[src/rtl/fcg_pkg.sv]
package fcg_pkg;
  localparam int CLS_W = 8;
  localparam int SRC_W = 16;
  localparam int SID_W = 16;

  typedef enum logic [1:0] {
    ZONE_HOLD    = 2'd0,
    ZONE_STOP    = 2'd1,
    ZONE_RESTART = 2'd2
  } zone_e;

  typedef struct packed {
    logic             active;
    logic             stopped;
    logic [CLS_W-1:0] cls;
    logic [SRC_W-1:0] src;
    logic [SID_W-1:0] sid;
  } sentry_t;

  // Occupancy to action zone; the band between the marks is the hysteresis gap.
  function automatic zone_e zone_of(input int unsigned occ, input int unsigned hi,
                                    input int unsigned lo);
    if (occ >= hi) return ZONE_STOP;
    if (occ <= lo) return ZONE_RESTART;
    return ZONE_HOLD;
  endfunction

  // A slot may be addressed in this zone.
  function automatic logic eligible(input zone_e z, input sentry_t e);
    case (z)
      ZONE_STOP:    return e.active && !e.stopped;
      ZONE_RESTART: return e.active && e.stopped;
      default:      return 1'b0;
    endcase
  endfunction

  // Class a strictly beats class b: low first when halting, high first when releasing.
  function automatic logic outranks(input zone_e z, input logic [CLS_W-1:0] a,
                                    input logic [CLS_W-1:0] b);
    return (z == ZONE_STOP) ? (a < b) : (a > b);
  endfunction
endpackage

[src/rtl/fcg_level.sv]
module fcg_level import fcg_pkg::*; #(
  parameter int          OCC_W   = 10,
  parameter int unsigned HI_MARK = 768,
  parameter int unsigned LO_MARK = 256
) (
  input  logic             clk,
  input  logic             rst_n,
  input  logic             occ_valid,
  input  logic [OCC_W-1:0] occ_value,
  output zone_e            zone
);
  logic [OCC_W-1:0] occ_q;

  always_ff @(posedge clk or negedge rst_n) begin
    if (!rst_n)         occ_q <= '0;
    else if (occ_valid) occ_q <= occ_value;
  end

  assign zone = zone_of(32'(occ_q), HI_MARK, LO_MARK);
endmodule

[src/rtl/fcg_table.sv]
module fcg_table import fcg_pkg::*; #(
  parameter int N     = 8,
  parameter int IDX_W = 3
) (
  input  logic             clk,
  input  logic             rst_n,
  input  logic             wr_en,
  input  logic [IDX_W-1:0] wr_idx,
  input  sentry_t          wr_ent,
  input  logic             mark_en,
  input  logic [IDX_W-1:0] mark_idx,
  input  logic             mark_stop,
  output sentry_t          ents [N],
  output logic [N-1:0]     active_vec,
  output logic [N-1:0]     stopped_vec
);
  for (genvar g = 0; g < N; g++) begin : g_slot
    sentry_t ent_q;

    // A registry write outranks a same-cycle mark on the same slot.
    always_ff @(posedge clk or negedge rst_n) begin
      if (!rst_n)                                 ent_q <= '0;
      else if (wr_en && wr_idx == IDX_W'(g))      ent_q <= wr_ent;
      else if (mark_en && mark_idx == IDX_W'(g))  ent_q.stopped <= mark_stop;
    end

    assign ents[g]        = ent_q;
    assign active_vec[g]  = ent_q.active;
    assign stopped_vec[g] = ent_q.stopped;
  end
endmodule

[src/rtl/fcg_pick.sv]
module fcg_pick import fcg_pkg::*; #(
  parameter int N     = 8,
  parameter int IDX_W = 3
) (
  input  zone_e            zone,
  input  sentry_t          ents [N],
  output logic             found,
  output logic [IDX_W-1:0] idx
);
  logic [CLS_W-1:0] best_cls;

  // Strict comparison keeps the lowest index among equal classes.
  always_comb begin
    found    = 1'b0;
    idx      = '0;
    best_cls = '0;
    for (int i = 0; i < N; i++) begin
      if (eligible(zone, ents[i]) && (!found || outranks(zone, ents[i].cls, best_cls))) begin
        found    = 1'b1;
        idx      = IDX_W'(i);
        best_cls = ents[i].cls;
      end
    end
  end
endmodule

[src/rtl/stream_fc_gen.sv]
module stream_fc_gen import fcg_pkg::*; #(
  parameter int          N_STREAMS = 8,
  parameter int          OCC_W     = 10,
  parameter int unsigned HI_MARK   = 768,
  parameter int unsigned LO_MARK   = 256,
  localparam int         IDX_W     = (N_STREAMS > 1) ? $clog2(N_STREAMS) : 1
) (
  input  logic             clk,
  input  logic             rst_n,
  input  logic             occ_valid,
  input  logic [OCC_W-1:0] occ_value,
  input  logic             reg_wr,
  input  logic [IDX_W-1:0] reg_idx,
  input  logic             reg_active,
  input  logic [SRC_W-1:0] reg_src,
  input  logic [SID_W-1:0] reg_stream,
  input  logic [CLS_W-1:0] reg_class,
  output logic             msg_valid,
  input  logic             msg_ready,
  output logic             msg_stop,
  output logic [SRC_W-1:0] msg_src,
  output logic [SID_W-1:0] msg_stream,
  output logic [CLS_W-1:0] msg_class
);
  zone_e            zone;
  sentry_t          ents [N_STREAMS];
  sentry_t          wr_ent;
  logic [N_STREAMS-1:0] active_vec, stopped_vec;
  logic             cand_found;
  logic [IDX_W-1:0] cand_idx;
  logic [IDX_W-1:0] held_idx;
  logic             held_ok;

  // Named events, visible to the bound checker.
  logic evt_fire, evt_load, evt_mark, wr_hits_held;
  assign evt_fire     = msg_valid && msg_ready;
  assign evt_load     = !msg_valid && cand_found;
  assign wr_hits_held = reg_wr && (reg_idx == held_idx);
  assign evt_mark     = evt_fire && held_ok && !wr_hits_held;

  assign wr_ent = '{active: reg_active, stopped: 1'b0, cls: reg_class,
                    src: reg_src, sid: reg_stream};

  fcg_level #(.OCC_W(OCC_W), .HI_MARK(HI_MARK), .LO_MARK(LO_MARK)) u_level (
    .clk(clk), .rst_n(rst_n), .occ_valid(occ_valid), .occ_value(occ_value), .zone(zone)
  );

  fcg_table #(.N(N_STREAMS), .IDX_W(IDX_W)) u_table (
    .clk(clk), .rst_n(rst_n),
    .wr_en(reg_wr), .wr_idx(reg_idx), .wr_ent(wr_ent),
    .mark_en(evt_mark), .mark_idx(held_idx), .mark_stop(msg_stop),
    .ents(ents), .active_vec(active_vec), .stopped_vec(stopped_vec)
  );

  fcg_pick #(.N(N_STREAMS), .IDX_W(IDX_W)) u_pick (
    .zone(zone), .ents(ents), .found(cand_found), .idx(cand_idx)
  );

  // Output register: one command in flight; the slot is marked on acceptance.
  always_ff @(posedge clk or negedge rst_n) begin
    if (!rst_n) begin
      msg_valid  <= 1'b0;
      msg_stop   <= 1'b0;
      msg_src    <= '0;
      msg_stream <= '0;
      msg_class  <= '0;
      held_idx   <= '0;
      held_ok    <= 1'b0;
    end else begin
      if (evt_fire) begin
        msg_valid <= 1'b0;
      end else if (evt_load) begin
        msg_valid  <= 1'b1;
        msg_stop   <= (zone == ZONE_STOP);
        msg_src    <= ents[cand_idx].src;
        msg_stream <= ents[cand_idx].sid;
        msg_class  <= ents[cand_idx].cls;
        held_idx   <= cand_idx;
        held_ok    <= !(reg_wr && reg_idx == cand_idx);
      end
      if (msg_valid && wr_hits_held) held_ok <= 1'b0;
    end
  end
endmodule

[config.mk]
export PLATFORM = sky130hd
export DESIGN_NAME = stream_fc_gen
export DESIGN_NICKNAME = d
export VERILOG_FILES = /design/src/rtl/fcg_pkg.sv /design/src/rtl/fcg_level.sv /design/src/rtl/fcg_table.sv /design/src/rtl/fcg_pick.sv /design/src/rtl/stream_fc_gen.sv
export SDC_FILE = /design/constraint.sdc
export NUM_CORES = 1
export LEC_CHECK = 0
export ABC_AREA = 1
export BUFFER_PORTS_ARGS = -buffer_cell sky130_fd_sc_hd__buf_2
export CORE_MARGIN = 2
export CORE_UTILIZATION = 60
export DETAILED_ROUTE_END_ITERATION = 12
export GPL_ROUTABILITY_DRIVEN = 0
export PLACE_DENSITY_LB_ADDON = 0.25
export RECOVER_POWER = 50
export SYNTH_ARGS = -nofsm -noshare
export SYNTH_HDL_FRONTEND = slang
export SYNTH_HIERARCHICAL = 1
export SYNTH_SLANG_ARGS = --single-unit
[constraint.sdc]
create_clock -name clk -period 21.6 [get_ports clk]
set_clock_uncertainty 0.15 [all_clocks]
set_input_delay 1.08 -clock clk [delete_from_list [all_inputs] [get_ports clk]]
set_output_delay 1.08 -clock clk [all_outputs]
set_load 0.02 [all_outputs]
Yosys cells after proc, flatten, opt, wreduce, memory -nomap -nowiden --
Cells that the tools add are included.
Storage, ports and cells: bits in registers 392, logic and storage cells 239
Operators by class: bitwise operators 2, order comparisons 17, muxes and demuxes 68, reductions and logical operators 85, equality and inequality tests 19
Operators with widths (count):
- 42-bit binary-select mux with 3-bit select | 1
- 40-bit two-way mux | 2
- 8-bit greater-than comparator | 7
- 8-bit less-than comparator | 7
- 8-bit two-way mux | 7
- 1-bit logical AND | 46
- 1-bit two-way mux | 40
- 3-bit == test (second input constant) | 8
- 2-bit nonzero test | 10
- 1-bit zero test | 18
- 1-bit one-hot mux with 2 select lines | 8
- 3-bit by 2-bit == test with 1-bit output (second input constant) | 4
- 2-bit two-way mux | 6
- 3-bit two-way mux | 4
- 10-bit >= comparator (second input constant) | 1
- 10-bit by 9-bit less-or-equal comparator with 1-bit output (second input constant) | 1
- 1-bit logical OR | 7
- 3-bit by 1-bit == test with 1-bit output (second input constant) | 2
- 3-bit == test | 2
- 3-bit zero test | 2
- 4-bit >= comparator (second input constant) | 1
- 3-bit NOT with 4-bit output | 1
- 2-bit AND reduction | 2
- 2-bit by 1-bit == test with 1-bit output (second input constant) | 1
- other kinds (3) | 3

Depth between registers and ports, before layout --
depth after elaboration 49, gate-level depth with buffers 110, mapped depth without buffers 107

Modules after synthesis --
The synthesis kept the hierarchy.
Modules (own cells, without submodules):
- fcg_table | times used 1, seq. area each 8408.1 um^2, area an instance 12463.2 um^2, cells an instance 1209
- stream_fc_gen | times used 1, seq. area each 1151.1 um^2, area an instance 4600.7 um^2, cells an instance 841
- fcg_pick | times used 1, seq. area each 0.0 um^2, area an instance 2551.2 um^2, cells an instance 453
- fcg_level | times used 1, seq. area each 250.2 um^2, area an instance 449.2 um^2, cells an instance 50

Worst setup path before layout --
OpenSTA, ideal clock, no wires.
path type register to register, from reg u_level.occ_q[9], to reg msg_class[7], stages on the path, launching flop included 94, setup slack 10.600 ns, setup time 0.124 ns, data required time 21.326 ns, arrival time 10.726 ns, clock period less this slack 11.000 ns, cells stage by stage dfrtp_1 inv_1 nand2_1 nor2_1 nand3_1 nand2_1 ha_1 inv_1 nand3_2 nor2_1 inv_1 ha_1 a21o_1 nor2_1 nand2_1 nand2_1 nand3_2 nand2_2 [58 not listed] ha_1 nand2_1 o21ai_0 nand2_1 o211ai_1 o21ai_0 o21ai_0 nand2_1 nand2_1 nand2_1 inv_1 nand2_1 buf_4 clkinv_2 clkbuf_1 nand3_1 nand3_1 nand3_1
On the way: cells in the longest elaborated chain, start to end 47
Ends and longest elaborated chain:
- start: declaration | line fcg_level.sv:12 | logic [OCC_W-1:0] occ_q;
- start signal: assignment | line fcg_level.sv:16 | else if (occ_valid) occ_q <= occ_value;
- 10-bit by 9-bit less-or-equal comparator with 1-bit output | line fcg_pkg.sv:24 | if (occ <= lo) return ZONE_RESTART;
- 1-bit two-way mux (2 in a row) | line fcg_pkg.sv:24
- 2-bit two-way mux | line fcg_pkg.sv:25 | return ZONE_HOLD;
- 2-bit two-way mux (*) | line fcg_pkg.sv:24
- net zone[1] | line stream_fc_gen.sv:25 | zone_e zone;
- 2-bit == test or 2-bit by 1-bit == test with 1-bit output (tied branches)
- 1-bit one-hot mux with 2 select lines | line fcg_pkg.sv:30 | case (z)
- 8-bit two-way mux | line fcg_pick.sv:18 | if (eligible(zone, ents[i]) && (!found || outranks(zone, ents[i].cls, best_cls))) begin
- [31 not listed]
- 1-bit two-way mux | line fcg_pkg.sv:40 | return (z == ZONE_STOP) ? (a < b) : (a > b);
- 1-bit logical OR | line fcg_pick.sv:18
- 1-bit logical AND | line fcg_pick.sv:18
- 3-bit two-way mux (*) | line fcg_pick.sv:18
- net cand_idx[1] | line stream_fc_gen.sv:30 | logic [IDX_W-1:0] cand_idx;
- 3-bit NOT with 4-bit output (not written as such) (*) | line stream_fc_gen.sv:77 | msg_class <= ents[cand_idx].cls;
- 42-bit binary-select mux with 3-bit select (*) | line stream_fc_gen.sv:77
- 40-bit two-way mux (not written as such) (*) (2 in a row) | line stream_fc_gen.sv:77
- end signal: assignment | line stream_fc_gen.sv:77
- end: declaration | line stream_fc_gen.sv:23 | output logic [CLS_W-1:0] msg_class
Mark *: on every way through the listed nets, which the timed path passes. The rest lies on a longest branch. The select of a mux whose other input is x is not followed. A chain may end at the register's enable or synchronous reset.

Worst setup path in the final report --
from reg u_level.occ_q[9], to reg msg_stream[2]
On the way: cells in the longest elaborated chain, start to end 47
Ends and longest elaborated chain:
- 10-bit by 9-bit less-or-equal comparator with 1-bit output | line fcg_pkg.sv:24
- 1-bit two-way mux (2 in a row) | line fcg_pkg.sv:24
- 2-bit two-way mux | line fcg_pkg.sv:25
- 2-bit two-way mux (*) | line fcg_pkg.sv:24
- net zone[1] | line stream_fc_gen.sv:25
- 2-bit == test or 2-bit by 1-bit == test with 1-bit output (tied branches)
- 1-bit one-hot mux with 2 select lines | line fcg_pkg.sv:30
- 8-bit two-way mux | line fcg_pick.sv:18
- [31 not listed]
- 1-bit two-way mux | line fcg_pkg.sv:40
- 1-bit logical OR | line fcg_pick.sv:18
- 1-bit logical AND | line fcg_pick.sv:18
- 3-bit two-way mux (*) | line fcg_pick.sv:18
- net cand_idx[0] | line stream_fc_gen.sv:30
- 3-bit NOT with 4-bit output (not written as such) (*) | line stream_fc_gen.sv:76 | msg_stream <= ents[cand_idx].sid;
- 42-bit binary-select mux with 3-bit select (*) | line stream_fc_gen.sv:76
- 40-bit two-way mux (*) (2 in a row)
- end signal: assignment | line stream_fc_gen.sv:76
- end: declaration | line stream_fc_gen.sv:22 | output logic [SID_W-1:0] msg_stream,
Marks and branches as above.

==> results.toml <==
[outcome]
outcome = "finished with violations"
violations = "max-capacitance violations, max-slew violations"

[worst_setup_path]
max_stage_delay_ps = 920
rrSetupSlack_ps = 6570
crit_path_start_kind = "flip-flop"
worstPathRequired_ps = 21930
worstPathArrival_ps = 15360
path_buf_inv = 10
setup.worst_path.class = "flip-flop to flip-flop"
path_max_fanout = 108
cp_top_family = "simple AND/OR/NAND/NOR gates"
crit_path_frequent_cell = "nand2_1"
cp-startpoint = "u_level/occ_q[9]"
endpoint_kind = "flip-flop"
slowest_stage = "buf_4"
reg2reg_from = "u_level/occ_q[9]"

[sta]
slew_viol_final = 563
period_needed_ps = 15030
hold_viol = 0
rsz0062_at_grt = "false"
tns_ps = 0
finalSetupViolCount = 0
fmax_ghz = 0.06652
tightest_slew_ps = 4735
relSlewSlack = -2.156
finalCritPeriodShare = 0.6960

[logic_synthesis]
ys_warn_count = 6
synthCells = 2545
synth.cell_area_um2 = 20000
avgSynthCellArea_um2 = 7.860

[final_layout]
diodes = 0
syn_to_final_growth_pct = 7.524
fillers = 2822
finalNonFillerCells = 3033
layout.nets = 2678
drive_gt1_frac = 0.06793

[die]
initial_core_util = 0.6117
core_um2 = 32700
rows = 66
die-area_um2 = 34820
fp.dieH_um = 186.6
dieWidth_um = 186.6
io_pins = 101

[pwr]
irDropWorstVdd_uv = 82.81
p_per_area_nw_per_um2 = 125.2
p_leak_nw = 10.73

[min_path]
hold_start = "u_table/ents[300]"
hp-class = "flip-flop to flip-flop"

[detailed_routing]
antenna_left = 0
routed_via_density = 5.778
drc_errors = 0
drtIter0Drc = 1809
dr.pass1.iters = 8
vias = 17530
wl_per_cell_um = 17.26
wl_mm = 52.35

[clock_tree]
post_cts_buffers = 0
ctsResizeCount = 0
cts_root_buf = "clkbuf_16"
cts_sinks = 392
clk_pin_slew_ps = 60
clk_latency_ps = 550
cts-htree-levels = 2
cts_hold_buf = 0
cts-buffers-inserted = 42
clock_path_buffers = 3
cts_tree = "built"

[place]
port_buffers = 100
hpwl_mm = 30.64
dp_cells = 2959

[job]
maxCapViolCount = 7

[global_route]
grt_max_degree = 109
grt_use_total = 0.3035
grt_pass1_vias = 16850
overflow = 0
grt_pass1_wl_mm = 86.33
antenna_found_initial = 0
## cells in the final DEF (no fill, tap or decap), types with 2 or more instances in the layout
cell type,n
or2_1,3
or2_0,8
nand4_1,3
nand2_2,9
clkbuf_16,43
conb_1,5
nor2_2,3
dfrtp_1,392
o21ai_1,50
nor4_1,2
inv_2,3
clkbuf_1,47
nand3_1,244
clkinv_1,4
nand2_1,933
xnor2_1,5
buf_4,14
o21ai_2,3
nor2_1,79
inv_1,141
buf_2,64
inv_6,3
and2_1,16
o21ai_0,381
clkbuf_8,9
o211ai_1,5
ha_1,58
clkinv_2,10
mux2_1,2
nor2_4,3
a21oi_1,29
nand3_2,2
clkinvlp_4,2
## layout make-up
| class | instances | area, um2 | area share |
|---|---|---|---|
| timing repair buffer | 119 | 579.3 | 0.02693 |
| clock inverter | 16 | 136.4 | 0.006341 |
| tap | 442 | 553.0 | 0.02571 |
| clock buffer | 58 | 1222 | 0.05683 |
| multi-input combinational | 1855 | 8633 | 0.4014 |
| sequential | 392 | 9809 | 0.4561 |
| inverter | 151 | 575.6 | 0.02676 |
## through the flow
step	utilization	instance area (um2)	hold WS, ps	setup slack, ps	power, mW
CTS	0.6621	21650	332.2	7046	2.700
finish	0.6578	21510	331.9	6566	2.692
global placement	0.6206	20290	311.4	7940	1.950
floorplan	-	20020	297.8	10600	1.721
global route	0.6578	21510	353.0	5184	2.872
detailed placement	0.6206	20290	317.8	7137	1.984
## layer usage
layer  GRT usage  up-vias  share of wire
met4      0.1194        0          0.033
met1      0.4157     8321           0.42
met5           0        -              0
li1            -     8264              -
met3     0.04420      144          0.084
met2      0.4924      797           0.46
## worst min-delay path, cell delays in order, from the launching register on
cell	delay [ps]
dfrtp_1	340
nand2_1	50
o21ai_0	60
## power breakdown
| group | internal (mW) | switching, mW | total [mW] |
|---|---|---|---|
| logic | 0.310 | 0.662 | 0.972 |
| clock network | 0.410 | 0.298 | 0.708 |
| registers | 0.898 | 0.113 | 1.01 |
| total | 1.62 | 1.07 | 2.69 |
## registers in the layout, indices dropped and copies added (netlist names)
signal              count
msg_src                16
held_ok                 1
msg_stream             16
msg_class               8
u_table/ents          328
u_level/occ_q          10
u_table/active_vec      8
held_idx                3
msg_valid               1
msg_stop                1
## path summary, 6_finish.rpt
kind / cells past startpoint / to
setup / recovery: 92 / msg_stream[2]
hold / removal: 2 / u_table/ents[300]
setup reg to reg: 92 / msg_stream[2]
hold reg to reg: 2 / u_table/ents[300]
max in group asynchronous: 2 / u_table/ents[75]
min in group asynchronous: 1 / u_table/ents[329]
No activity file was read; power rests on OpenSTA's default activity.
